==> config.mk <==
export PLATFORM = sky130hd
export DESIGN_NAME = sd_cmd_issue
export DESIGN_NICKNAME = d
export VERILOG_FILES = /design/src/rtl/sd_cmd_pkg.sv /design/src/rtl/sd_cmd_encoder.sv /design/src/rtl/sd_line_wait.sv /design/src/rtl/sd_cmd_issue.sv
export SDC_FILE = /design/constraint.sdc
export NUM_CORES = 1
export LEC_CHECK = 0
export CAP_MARGIN = 20
export CORE_MARGIN = 2
export CORE_UTILIZATION = 40
export CTS_BUF_LIST = sky130_fd_sc_hd__clkbuf_2
export DETAILED_ROUTE_END_ITERATION = 8
export PLACE_DENSITY = 0.79
export SLEW_MARGIN = 10
export SYNTH_ARGS = -nofsm -noshare
export SYNTH_HDL_FRONTEND = slang
export SYNTH_SLANG_ARGS = --single-unit
==> constraint.sdc <==
create_clock -name clk_i -period 1.64 [get_ports clk_i]
set_clock_uncertainty 0.15 [all_clocks]
set_input_delay 0.328 -clock clk_i [delete_from_list [all_inputs] [get_ports clk_i]]
set_output_delay 0.328 -clock clk_i [all_outputs]
set_load 0.005 [all_outputs]
==> src/rtl/sd_cmd_pkg.sv <==
package sd_cmd_pkg;

  typedef enum logic [1:0] {
    RSP_NONE = 2'b00,
    RSP_136  = 2'b01,
    RSP_48   = 2'b10,
    RSP_48B  = 2'b11
  } rsp_e;

  typedef struct packed {
    rsp_e rsp;
    logic crc_chk;
    logic idx_chk;
    logic dat_pres;
    logic dat_rd;
    logic blk_cnt_en;
    logic dma_en;
  } xfer_ctl_t;

  localparam int IDX_LSB    = 24;
  localparam int RSP_LSB    = 16;
  localparam int CRC_BIT    = 19;
  localparam int IDXCHK_BIT = 20;
  localparam int DATA_BIT   = 21;
  localparam int DIR_BIT    = 4;
  localparam int BCEN_BIT   = 1;
  localparam int DMA_BIT    = 0;

  typedef enum logic [2:0] {
    ST_IDLE,
    ST_CLR,
    ST_WAIT,
    ST_ARG,
    ST_XFER
  } st_e;

endpackage

==> src/rtl/sd_cmd_encoder.sv <==
module sd_cmd_encoder
  import sd_cmd_pkg::*;
#(
  parameter int IDX_W  = 6,
  parameter int WORD_W = 32
) (
  input  logic [IDX_W-1:0]  idx_i,
  input  logic              app_i,
  input  logic              mmc_i,
  input  logic              dma_i,
  output logic [WORD_W-1:0] word_o
);

  xfer_ctl_t ctl;
  int        i;

  always_comb begin
    ctl = '0;
    ctl.rsp = RSP_48;
    i = int'(idx_i);
    if (app_i) begin
      ctl.crc_chk = (i != 41);
      ctl.idx_chk = (i != 41);
      if (i == 51) begin
        ctl.dat_pres = 1'b1;
        ctl.dat_rd   = 1'b1;
      end
    end else begin
      case (i)
        0:       ctl.rsp = RSP_NONE;
        2, 9:    ctl.rsp = RSP_136;
        7:       ctl.rsp = RSP_48B;
        6:       ctl.rsp = mmc_i ? RSP_48B : RSP_48;
        default: ctl.rsp = RSP_48;
      endcase
      ctl.crc_chk = !(i == 0 || i == 1);
      ctl.idx_chk = ctl.crc_chk && !(i == 2 || i == 9);
      case (i)
        17, 18: begin
          ctl.dat_pres = 1'b1;
          ctl.dat_rd   = 1'b1;
        end
        24: ctl.dat_pres = 1'b1;
        6: begin
          ctl.dat_pres = !mmc_i;
          ctl.dat_rd   = !mmc_i;
        end
        8, 14: begin
          ctl.dat_pres = mmc_i;
          ctl.dat_rd   = mmc_i;
        end
        19: ctl.dat_pres = mmc_i;
        default: ;
      endcase
      ctl.blk_cnt_en = (i == 18);
      ctl.dma_en     = dma_i && (i == 17 || i == 18 || i == 24);
    end
  end

  always_comb begin
    word_o = '0;
    word_o[IDX_LSB +: IDX_W] = idx_i;
    word_o[RSP_LSB +: 2]     = ctl.rsp;
    word_o[CRC_BIT]          = ctl.crc_chk;
    word_o[IDXCHK_BIT]       = ctl.idx_chk;
    word_o[DATA_BIT]         = ctl.dat_pres;
    word_o[DIR_BIT]          = ctl.dat_rd;
    word_o[BCEN_BIT]         = ctl.blk_cnt_en;
    word_o[DMA_BIT]          = ctl.dma_en;
  end


  always_comb begin
    dir_needs_data_chk: assert (!(word_o[DIR_BIT] && !word_o[DATA_BIT]));
  end


  always_comb begin
    idx_chk_needs_crc_chk: assert (!(word_o[IDXCHK_BIT] && !word_o[CRC_BIT]));
  end

endmodule

==> src/rtl/sd_line_wait.sv <==
module sd_line_wait #(
  parameter int TIMEOUT_CYC = 1000
) (
  input  logic clk_i,
  input  logic rst_ni,
  input  logic wait_i,
  input  logic lines_busy_i,
  output logic expired_o
);

  localparam int CNT_W = $clog2(TIMEOUT_CYC + 1);

  logic [CNT_W-1:0] cnt_q;

  always_ff @(posedge clk_i or negedge rst_ni) begin
    if (!rst_ni)                    cnt_q <= '0;
    else if (!wait_i)               cnt_q <= '0;
    else if (lines_busy_i && !expired_o) cnt_q <= cnt_q + 1'b1;
  end

  assign expired_o = wait_i && lines_busy_i && (cnt_q == CNT_W'(TIMEOUT_CYC - 1));


  cnt_in_range_chk: assert property (@(posedge clk_i) disable iff (!rst_ni)
    cnt_q < CNT_W'(TIMEOUT_CYC));

endmodule

==> src/rtl/sd_cmd_issue.sv <==
module sd_cmd_issue
  import sd_cmd_pkg::*;
#(
  parameter int IDX_W       = 6,
  parameter int ARG_W       = 32,
  parameter int WORD_W      = 32,
  parameter int TIMEOUT_CYC = 1000
) (
  input  logic              clk_i,
  input  logic              rst_ni,
  input  logic              start_i,
  input  logic [IDX_W-1:0]  cmd_idx_i,
  input  logic              app_cmd_i,
  input  logic              card_mmc_i,
  input  logic              dma_cap_i,
  input  logic [ARG_W-1:0]  arg_i,
  input  logic              cmd_inhibit_i,
  input  logic              dat_inhibit_i,
  output logic              irq_clr_o,
  output logic              arg_we_o,
  output logic [ARG_W-1:0]  arg_o,
  output logic              xfer_we_o,
  output logic [WORD_W-1:0] xfer_o,
  output logic              busy_o,
  output logic              busy_err_o,
  output logic              reject_o
);

  st_e               st_q;
  logic [ARG_W-1:0]  arg_q;
  logic [WORD_W-1:0] word_q;
  logic [WORD_W-1:0] word_d;
  logic              err_q;
  logic              rej_q;
  logic              lines_busy;
  logic              expired;

  assign lines_busy = cmd_inhibit_i | dat_inhibit_i;

  sd_cmd_encoder #(
    .IDX_W (IDX_W),
    .WORD_W(WORD_W)
  ) u_enc (
    .idx_i (cmd_idx_i),
    .app_i (app_cmd_i),
    .mmc_i (card_mmc_i),
    .dma_i (dma_cap_i),
    .word_o(word_d)
  );

  sd_line_wait #(
    .TIMEOUT_CYC(TIMEOUT_CYC)
  ) u_wait (
    .clk_i       (clk_i),
    .rst_ni      (rst_ni),
    .wait_i      (st_q == ST_WAIT),
    .lines_busy_i(lines_busy),
    .expired_o   (expired)
  );

  always_ff @(posedge clk_i or negedge rst_ni) begin
    if (!rst_ni) begin
      st_q   <= ST_IDLE;
      arg_q  <= '0;
      word_q <= '0;
      err_q  <= 1'b0;
      rej_q  <= 1'b0;
    end else begin
      err_q <= 1'b0;
      rej_q <= start_i && (st_q != ST_IDLE);
      case (st_q)
        ST_IDLE: if (start_i) begin
          arg_q  <= arg_i;
          word_q <= word_d;
          st_q   <= ST_CLR;
        end
        ST_CLR:  st_q <= ST_WAIT;
        ST_WAIT: begin
          if (!lines_busy) st_q <= ST_ARG;
          else if (expired) begin
            st_q  <= ST_IDLE;
            err_q <= 1'b1;
          end
        end
        ST_ARG:  st_q <= ST_XFER;
        ST_XFER: st_q <= ST_IDLE;
        default: st_q <= ST_IDLE;
      endcase
    end
  end

  assign irq_clr_o  = (st_q == ST_CLR);
  assign arg_we_o   = (st_q == ST_ARG);
  assign xfer_we_o  = (st_q == ST_XFER);
  assign busy_o     = (st_q != ST_IDLE);
  assign busy_err_o = err_q;
  assign reject_o   = rej_q;
  assign arg_o      = arg_q;
  assign xfer_o     = word_q;


  arg_before_xfer_chk: assert property (@(posedge clk_i) disable iff (!rst_ni)
    xfer_we_o |-> $past(arg_we_o));


  lines_idle_at_launch_chk: assert property (@(posedge clk_i) disable iff (!rst_ni)
    arg_we_o |-> $past(!cmd_inhibit_i && !dat_inhibit_i));


  clr_then_no_arg_chk: assert property (@(posedge clk_i) disable iff (!rst_ni)
    irq_clr_o |=> !arg_we_o);


  pulses_exclusive_chk: assert property (@(posedge clk_i) disable iff (!rst_ni)
    $onehot0({irq_clr_o, arg_we_o, xfer_we_o, busy_err_o}));


  err_only_when_occupied_chk: assert property (@(posedge clk_i) disable iff (!rst_ni)
    busy_err_o |-> $past(cmd_inhibit_i || dat_inhibit_i));


  reject_only_when_busy_chk: assert property (@(posedge clk_i) disable iff (!rst_ni)
    reject_o |-> $past(start_i && busy_o));


  inflight_stable_chk: assert property (@(posedge clk_i) disable iff (!rst_ni)
    (busy_o && $past(busy_o)) |-> ($stable(xfer_o) && $stable(arg_o)));

endmodule

======== After elaboration in Yosys (flattened, before gate mapping) ========
Cells that the tools add are included.
word-level totals
  register bits ........................... 61
  input port bits ......................... 46
  word-level logic and storage cells ...... 76
operators by class
  add/subtract/negate cells ............... 1
  equal/unequal tests ..................... 26
  muxes and demuxes ....................... 17
  bitwise logic cells ..................... 1
  reduce and logical (&&, ||, !) cells .... 25
operators with widths
  operator                                                               count
  6-bit by 5-bit equality test with 1-bit output, second input constant  6
  10-bit two-way mux                                                     2
  6-bit by 3-bit equality test with 1-bit output, second input constant  3
  6-bit by 4-bit equality test with 1-bit output, second input constant  3
  6-bit equality test, second input constant                             3
  6-bit by 2-bit equality test with 1-bit output, second input constant  2
  6-bit zero test                                                        2
  3-bit case mux with 4 select lines                                     1
  10-bit by 1-bit adder with 10-bit output, second input constant        1
  10-bit equality test, second input constant                            1
  3-bit two-way mux                                                      3
  2-bit case mux with 4 select lines                                     1
  3-bit by 2-bit equality test with 1-bit output, second input constant  2
  1-bit logical AND                                                      6
  2-bit two-way mux                                                      3
  6-bit inequality test, second input constant                           1
  1-bit case mux with 3 select lines                                     2
  2-bit OR reduction                                                     3
  3-bit OR reduction                                                     2
  1-bit zero test                                                        4
  1-bit logical OR                                                       4
  1-bit two-way mux                                                      4
  4-bit two-way mux                                                      1
  2-bit inequality test, second input constant                           2
  7 further kinds                                                        8

======== Logic depth before layout (Yosys ltp) ========
Gate-level depths: netlist (run 1).
  depth after elaboration ................. 7
  mapped depth ............................ 6

======== Modules after synthesis ========
From an unflattened synthesis (run 1), not the netlist that was laid out.
second synthesis, totals
  cells, all modules ...................... 292
  area total of the unflattened synthesis .. 4028.9 µm²
modules (own cells, without submodules)
  module          times used  cells each  area each (µm²)  seq. area each (µm²)
  sd_cmd_issue    1           155         2922.8           1726.7
  sd_line_wait    1           65          593.1            250.2
  sd_cmd_encoder  1           72          513.0            0.0

======== Least setup slack after synthesis (run 1) ========
No wires, ideal clock.
  path kind ............................... register to register
  from .................................... reg st_q[1]
  to ...................................... reg word_q[19], in the netlist xfer_o[19]
  library setup time ...................... 121 ps
  arrival time ............................ 1322 ps
  required time ........................... 1369 ps
  path slack .............................. 47 ps
  cell stages (with the launch flop) ...... 6
  path buffers ............................ 2
  cell sequence ........................... dfrtp_1 > clkbuf_1 > nor4b_2 > buf_2 > o21ai_0 > o22a_1
on the way
  cells in the longest elaborated chain, start to end .. 2
RTL lines
  item                                  RTL line            RTL
  start: declaration                    sd_cmd_issue.sv:29  st_e st_q;
  start signal: assignment              sd_cmd_issue.sv:63  st_q <= ST_IDLE;
  start signal: assignment              sd_cmd_issue.sv:75  st_q <= ST_CLR;
  start signal: assignment              sd_cmd_issue.sv:77  ST_CLR: st_q <= ST_WAIT;
  3-bit zero test                       sd_cmd_issue.sv:71  case (st_q)
  2-bit AND reduction (no source line)  n/a
  end signal: assignment                sd_cmd_issue.sv:74  word_q <= word_d;
  end: declaration                      sd_cmd_issue.sv:31  logic [WORD_W-1:0] word_q;
Every way passes these cells.
A chain may end at the register's enable or synchronous reset.

======== Final worst setup path (run 1) ========
  from .................................... reg st_q[0]
  to ...................................... out busy_o
on the way
  cells in the longest elaborated chain, start to end .. 1
RTL lines
  item                RTL line            RTL
  3-bit nonzero test  sd_cmd_issue.sv:95  assign busy_o = (st_q != ST_IDLE);
  end: declaration    sd_cmd_issue.sv:24  output logic busy_o,
Every way passes these cells.

==> results by group, run 1 <==
Floorplanning
  – Initial Utilization: 0.417
  – Core outline area: 6870 µm²
  – Io pins: 116
  – Die X: 88.6 µm
  – Total die area: 7860 µm²
  – Core Rows: 30
  – Die height: 88.6 µm

Clock tree
  – Bufs on Longest Clock Path: 2
  – Root buf cell: clkbuf_2
  – Clk sinks: 61
  – Clock slew at the register clock pins of the worst setup and hold paths: 0.19 ns
  – Worst skew pair latency: 0.47 ns
  – CTS tree: done
  – CTS H-tree lvls: 3
  – TritonCTS Buffers: 9

Synth
  – Dominant cell type by area after synthesis: dfrtp_1
  – Most frequent cell after synthesis: nand2_1
  – Synth Instances: 316
  – Sequential share of the synthesized area: 0.533
  – Synth cell count leaders: nand2_1, dfrtp_1, buf_4
  – Yosys warns: 0
  – Number of synthesized flops with an enable pin: 0
  – Avg Inst Size Synth: 9.07 µm²
  – Synth Flop Type: dfrtp_1
  – Yosys cell types: 44
  – Async S/R FF share, synth: 1.00
  – Flops & latches, synth: 61
  – Top post-synthesis cells by area: dfrtp_1, nand2_1, buf_4
  – Area share of the largest cell type after synthesis: 0.533
  – Syn Std Cell Area: 2870 µm²

Routing
  – Routed WL per cell: 14.0 µm
  – Detail Route Antenna Nets: 0
  – Vias per cell: 4.76
  – DRC errors left: 0
  – DR iter-0 viols: 131
  – Routed wire length: 8.33 mm
  – DR vias: 2836
  – TritonRoute pass-1 iters: 4

Global routing
  – Total grt overflow: 0
  – Largest net degree at the start of global routing: 62
  – Vias in the first global route: 2695
  – First-pass GRT wire length: 12.2 mm
  – Antenna violations before repair: 0
  – Gr usage total: 0.202

Place
  – # port buffers: 97
  – DP HPWL: 5.48 mm
  – Gp weighted congestion: 0.872
  – Dpl cell area: 4180 µm²

Status
  – Failing checks: setup timing
  – Status: finished, violations left

Timing
  – Setup TNS: -9.17 ns
  – Final worst-path cycle share: 1.17
  – Fmax: 522 MHz
  – Final Setup Violations: 50
  – Min cycle time layout: 1.92 ns
  – RSZ-0062 raised after global routing: true
  – Final Max Slew Viols: 0
  – Worst Slack Setup Final: -0.275 ns
  – Final hold vios: 0

Critical path
  – CP peak stage delay: 0.47 ns
  – Cells along the critical path: or3_4, buf_6
  – Worst Path Max Fanout: 5
  – Worst Path Buf+Inv: 1
  – Worst setup SP type: flop
  – Worst EP required: 1.16 ns
  – Crit-path slowest cell: dfrtp_2
  – Crit path kind: reg -> out
  – Top cell family by delay on the critical path: flip-flops
  – Arrival time of the worst setup path: 1.44 ns
  – Worst setup EP type: output pin

Power
  – Power consumption: 6890 µW
  – Lkg Pwr: 0.00239 µW
  – Reg power frac: 0.349
  – Worst VDD drop: 768 µV
  – Sw frac: 0.343
  – Power per cell area: 1460 nW/µm²
  – Internal cell power: 4530 µW
  – NetSw: 2360 µW
  – Part of the power in combinational logic: 0.498
  – Clock network fraction of design power: 0.153

Cells and area
  – Share of layout cells above drive strength 1: 0.320
  – Post-route cell area: 4720 µm²
  – Post-layout util: 0.687
  – Area Growth Syn to Fin: 64.8%
  – Nets: 542
  – Ant diodes: 0

Flow run
  – Maximum Capacitance Violations: 0

Hold path
  – Hold Crit Class: in -> reg
power groups by stage:
stage | logic [µW] | clock network (µW) | registers (µW)
global placement | 2750 | 0 | 2400
floorplan | 1010 | 0 | 2420
global route | 3760 | 1150 | 2460
finish | 3430 | 1060 | 2400
detailed placement | 2830 | 0 | 2440
CTS | 2990 | 1090 | 2380
layer usage:
| metal | GRT usage | part of all wire | up-vias |
|---|---|---|---|
| met2 | 0.345 | 0.51 | 103 |
| met5 | 0 | 0 | - |
| li1 | - | - | 1366 |
| met1 | 0.257 | 0.42 | 1355 |
| met3 | 0.0382 | 0.052 | 12 |
| met4 | 0.0702 | 0.013 | 0 |
worst min-delay path, delay by kind of cell:
kind          cells  cell delay [ns]
buf+inv           1             0.39
simple gates      2             0.10
per-stage QoR:
step	cells	hold WS (ns)	worst slack [ns]
floorplan	333	-0.118	0.0468
global placement	532	0.210	-0.399
detailed placement	532	0.213	-0.420
CTS	576	0.173	-0.313
global route	596	0.160	-0.342
finish	596	0.191	-0.275
final cells by class:
| class | count | area (µm²) |
|---|---|---|
| fillers | 527 | 2150 |
| clock inverters | 7 | 90.1 |
| flip-flops and latches | 61 | 1530 |
| repair buffers | 184 | 1630 |
| clock buffers | 9 | 45.0 |
| multi-input cells | 236 | 1290 |
| well taps | 96 | 120 |
| inverters | 3 | 11.3 |
sequential cells by signal, indices dropped and copies added (netlist names):
register and cells:
reject_o 1, u_wait.cnt_q 10, xfer_o 14, arg_o 32
busy_err_o 1, st_q 3
placed cells by master, fill, tap and decap left out, types with 3 or more instances in the layout:
cell             instances
clkbuf_2                35
buf_2                    8
xnor2_1                  6
nand3_1                  3
nor2_1                  12
clkdlybuf4s15_1         18
o21ai_0                  6
dfrtp_1                 58
buf_4                   68
conb_1                  18
buf_12                   7
dfrtp_2                  3
mux2i_1                  4
o21ai_2                  3
xor2_1                   3
a21oi_1                  6
o22a_1                   3
clkdlybuf4s50_1         44
or3_1                    3
inv_1                    3
clkbuf_16                3
nand2_1                116
nor3_1                   9
buf_6                    8
final timing paths:
| kind | slack [ns] | startpoint | end | cells past startpoint |
|---|---|---|---|---|
| setup / recovery | -0.28 | st_q[0] | busy_o | 2 |
| hold / removal | 0.19 | arg_i[0] | arg_o[0] | 3 |
| setup reg to reg | -0.25 | st_q[1] | xfer_o[21] | 8 |
| hold reg to reg | 0.34 | arg_o[19] | arg_o[19] | 2 |
| max in group asynchronous | 0.85 | rst_ni | st_q[0] | 3 |
| min in group asynchronous | 0.20 | rst_ni | arg_o[30] | 3 |
repair_timing:
action,4_1_cts,5_1_grt
endpoints found under the setup margin,86,97
hold buffers,1,0
endpoints found under the hold margin,61,0
setup buffers,28,16
cloned,0,5
resized for setup,134,55
pin swaps,11,7
kinds of logic (layout without fill, tap and decap cells):
group	Yosys count	count (layout)	share of synthesized area
buf+inv	36	203	0.0734
other cells	1	18	0.00131
compound gates	31	31	0.0795
flops	61	61	0.533
simple gates	173	173	0.267
fa+ha+maj	1	1	0.00437
xor+xnor	9	9	0.0275
mux	4	4	0.0140
(Power assumes the default switching activity.)
==> run 2: changes to the inputs <==
Settings changed: CTS_CLUSTER_SIZE set to 10.
==> results of run 2 <==
Final layout, timing and power as in run 1 (identical DEF).
==> run 3: changes to the inputs <==
==> constraint.sdc (replaced) <==
create_clock -name clk_i -period 1.6 [get_ports clk_i]
set_clock_uncertainty 0.15 [all_clocks]
set_input_delay 0.24 -clock clk_i [delete_from_list [all_inputs] [get_ports clk_i]]
set_output_delay 0.24 -clock clk_i [all_outputs]
set_load 0.005 [all_outputs]
==> run 3 against run 2 <==
Wire length rose by 26%; first-iteration DRC count grew 43%; count of clock-buffer cells in the layout up 2; sequential power is 5% higher; die area unchanged; the run still ends with setup timing left; sequential share of layout area fell by 3.6 points; critical path type unchanged; core utilization up 8.6 points; clock power grew 6%; cell count up 1.0%; setup slack worse by 0.054 ns; flip-flop and latch count is the same.
==> results by group, run 3 (synthesized netlist as in run 1, its figures left out) <==
Critical path
  – Worst setup SP type: flop
  – Critical Path Most Common Cell: buf_6
  – Crit-path slowest cell: dfrtp_2
  – Cells along the critical path: buf_6, or3_4, buf_6
  – CP startpoint: st_q[1]
  – Worst setup EP type: output pin
  – Arrival time of the worst setup path: 1.54 ns
  – Worst EP required: 1.21 ns
  – Worst Path Max Fanout: 3
  – Crit path kind: reg -> out
  – Reg2reg start: st_q[2]
  – Top cell family by delay on the critical path: flip-flops
  – Worst Path Buf+Inv: 2
  – CP peak stage delay: 0.46 ns

Routing
  – Routed WL per cell: 17.4 µm
  – Detail Route Antenna Nets: 0
  – DR vias: 3046
  – DRC errors left: 0
  – Routed wire length: 10.5 mm
  – DR iter-0 viols: 187
  – Vias per cell: 5.06
  – TritonRoute pass-1 iters: 4

Timing
  – Worst Slack Setup Final: -0.329 ns
  – Final worst-path cycle share: 1.21
  – Max transition margin: 0.627
  – Setup TNS: -11.90 ns
  – Hold slack: 0.0592 ns
  – Final Max Slew Viols: 0
  – Final hold vios: 0
  – Worst slew pin tran: 0.556 ns
  – Min cycle time layout: 1.93 ns
  – RSZ-0062 raised after global routing: true
  – Fmax: 518 MHz
  – Final Setup Violations: 51

Global routing
  – Antenna violations before repair: 0
  – Total grt overflow: 0
  – Vias in the first global route: 2876
  – Gr usage total: 0.224
  – First-pass GRT wire length: 13.4 mm
  – Largest net degree at the start of global routing: 39

Cells and area
  – Most frequent cells in the layout: buf_4, dfrtp_1, nand2_2
  – Area Growth Syn to Fin: 85.3%
  – Share of layout cells above drive strength 1: 0.429
  – Post-route cell area: 5310 µm²
  – Nets: 548
  – Post-layout util: 0.773
  – Commonest non-fill, non-tap cell in the layout: buf_4
  – Max reg flops: 32
  – Ant diodes: 0

Power
  – Clock network fraction of design power: 0.135
  – Internal cell power: 5190 µW
  – Worst VDD drop: 780 µV
  – Power per cell area: 1560 nW/µm²
  – NetSw: 3070 µW
  – Part of the power in combinational logic: 0.559
  – Lkg Pwr: 0.00265 µW
  – Sw frac: 0.372
  – Reg power frac: 0.306

Clock tree
  – Root buf cell: clkbuf_2
  – Bufs on Longest Clock Path: 2
  – CTS tree: done
  – Clk sinks: 61
  – TritonCTS Buffers: 9
  – CTS H-tree lvls: 3
  – Worst skew pair latency: 0.51 ns
  – Clock slew at the register clock pins of the worst setup and hold paths: 0.19 ns

Floorplanning
  – Total die area: 7860 µm²
  – Initial Utilization: 0.417
  – Core Rows: 30
  – Die X: 88.6 µm
  – Die height: 88.6 µm
  – Io pins: 116
  – Core outline area: 6870 µm²

Place
  – DP HPWL: 5.48 mm
  – Post-Place Setup Slack: -0.352 ns
  – Dpl cell area: 4210 µm²
  – Gp weighted congestion: 0.901
  – # port buffers: 97

Status
  – Status: finished, violations left
  – Failing checks: setup timing

Hold path
  – Hold Crit Class: in -> async

Flow run
  – Maximum Capacitance Violations: 0
[run 3: worst paths after layout]
kind | end | slack, ns | cells after the start
worst max-delay path | busy_o | -0.33 | 3
worst min-delay path | arg_o[27] | 0.06 | 3
worst max register to register | arg_o[8] | -0.30 | 10
worst min register to register | arg_o[3] | 0.35 | 2
max in group asynchronous | u_wait.cnt_q[9] | 1.00 | 3
min in group clk_i | arg_o[3] | 0.12 | 3
[run 3: layout make-up]
class / count / area (µm²)
timing repair buffer: 189 / 1860
multi-input combinational: 237 / 1670
fill: 424 / 1560
sequential: 61 / 1530
tap: 96 / 120
clock inverter: 5 / 75.1
clock buffer: 11 / 55.1
inverter: 3 / 11.3
[run 3: tightest hold or removal path: stages]
cell and delay (ns):
dlygate4sd3_1 0.51, buf_2 0.15, buf_12 0.18
[run 3: metrics by stage]
| step | power, µW | instances |
|---|---|---|
| 3_5_place_dp | 5420 | 533 |
| 2_1_floorplan | 3520 | 333 |
| 5_1_grt | 8730 | 602 |
| 6_report | 8270 | 602 |
| 3_3_place_gp | 5330 | 533 |
| 4_1_cts | 7150 | 582 |
[run 3: layer usage]
layer  global-route usage  vias to the layer above  routed length [µm]
met5                    0                        -                   0
met4               0.0950                        0                 319
met3               0.0373                       32                 549
met2                0.398                      143                5530
met1                0.269                     1489                4100
li1                     -                     1382                   -
[run 3: power by group through the flow]
stage	Combinational, µW	Clock, µW	Sequential, µW
4_1_cts	3600	1110	2440
3_5_place_dp	2950	0	2480
6_report	4630	1120	2530
5_1_grt	4930	1220	2570
2_1_floorplan	1040	0	2480
3_3_place_gp	2870	0	2460
[run 3: timing repair]
action | CTS | global route
pin swaps | 33 | 75
buffers inserted | 30 | 25
cloned | 5 | 2
endpoints found under the hold margin | 61 | 0
hold buffers | 1 | 0
endpoints found under the setup margin | 99 | 103
resized for setup | 128 | 141
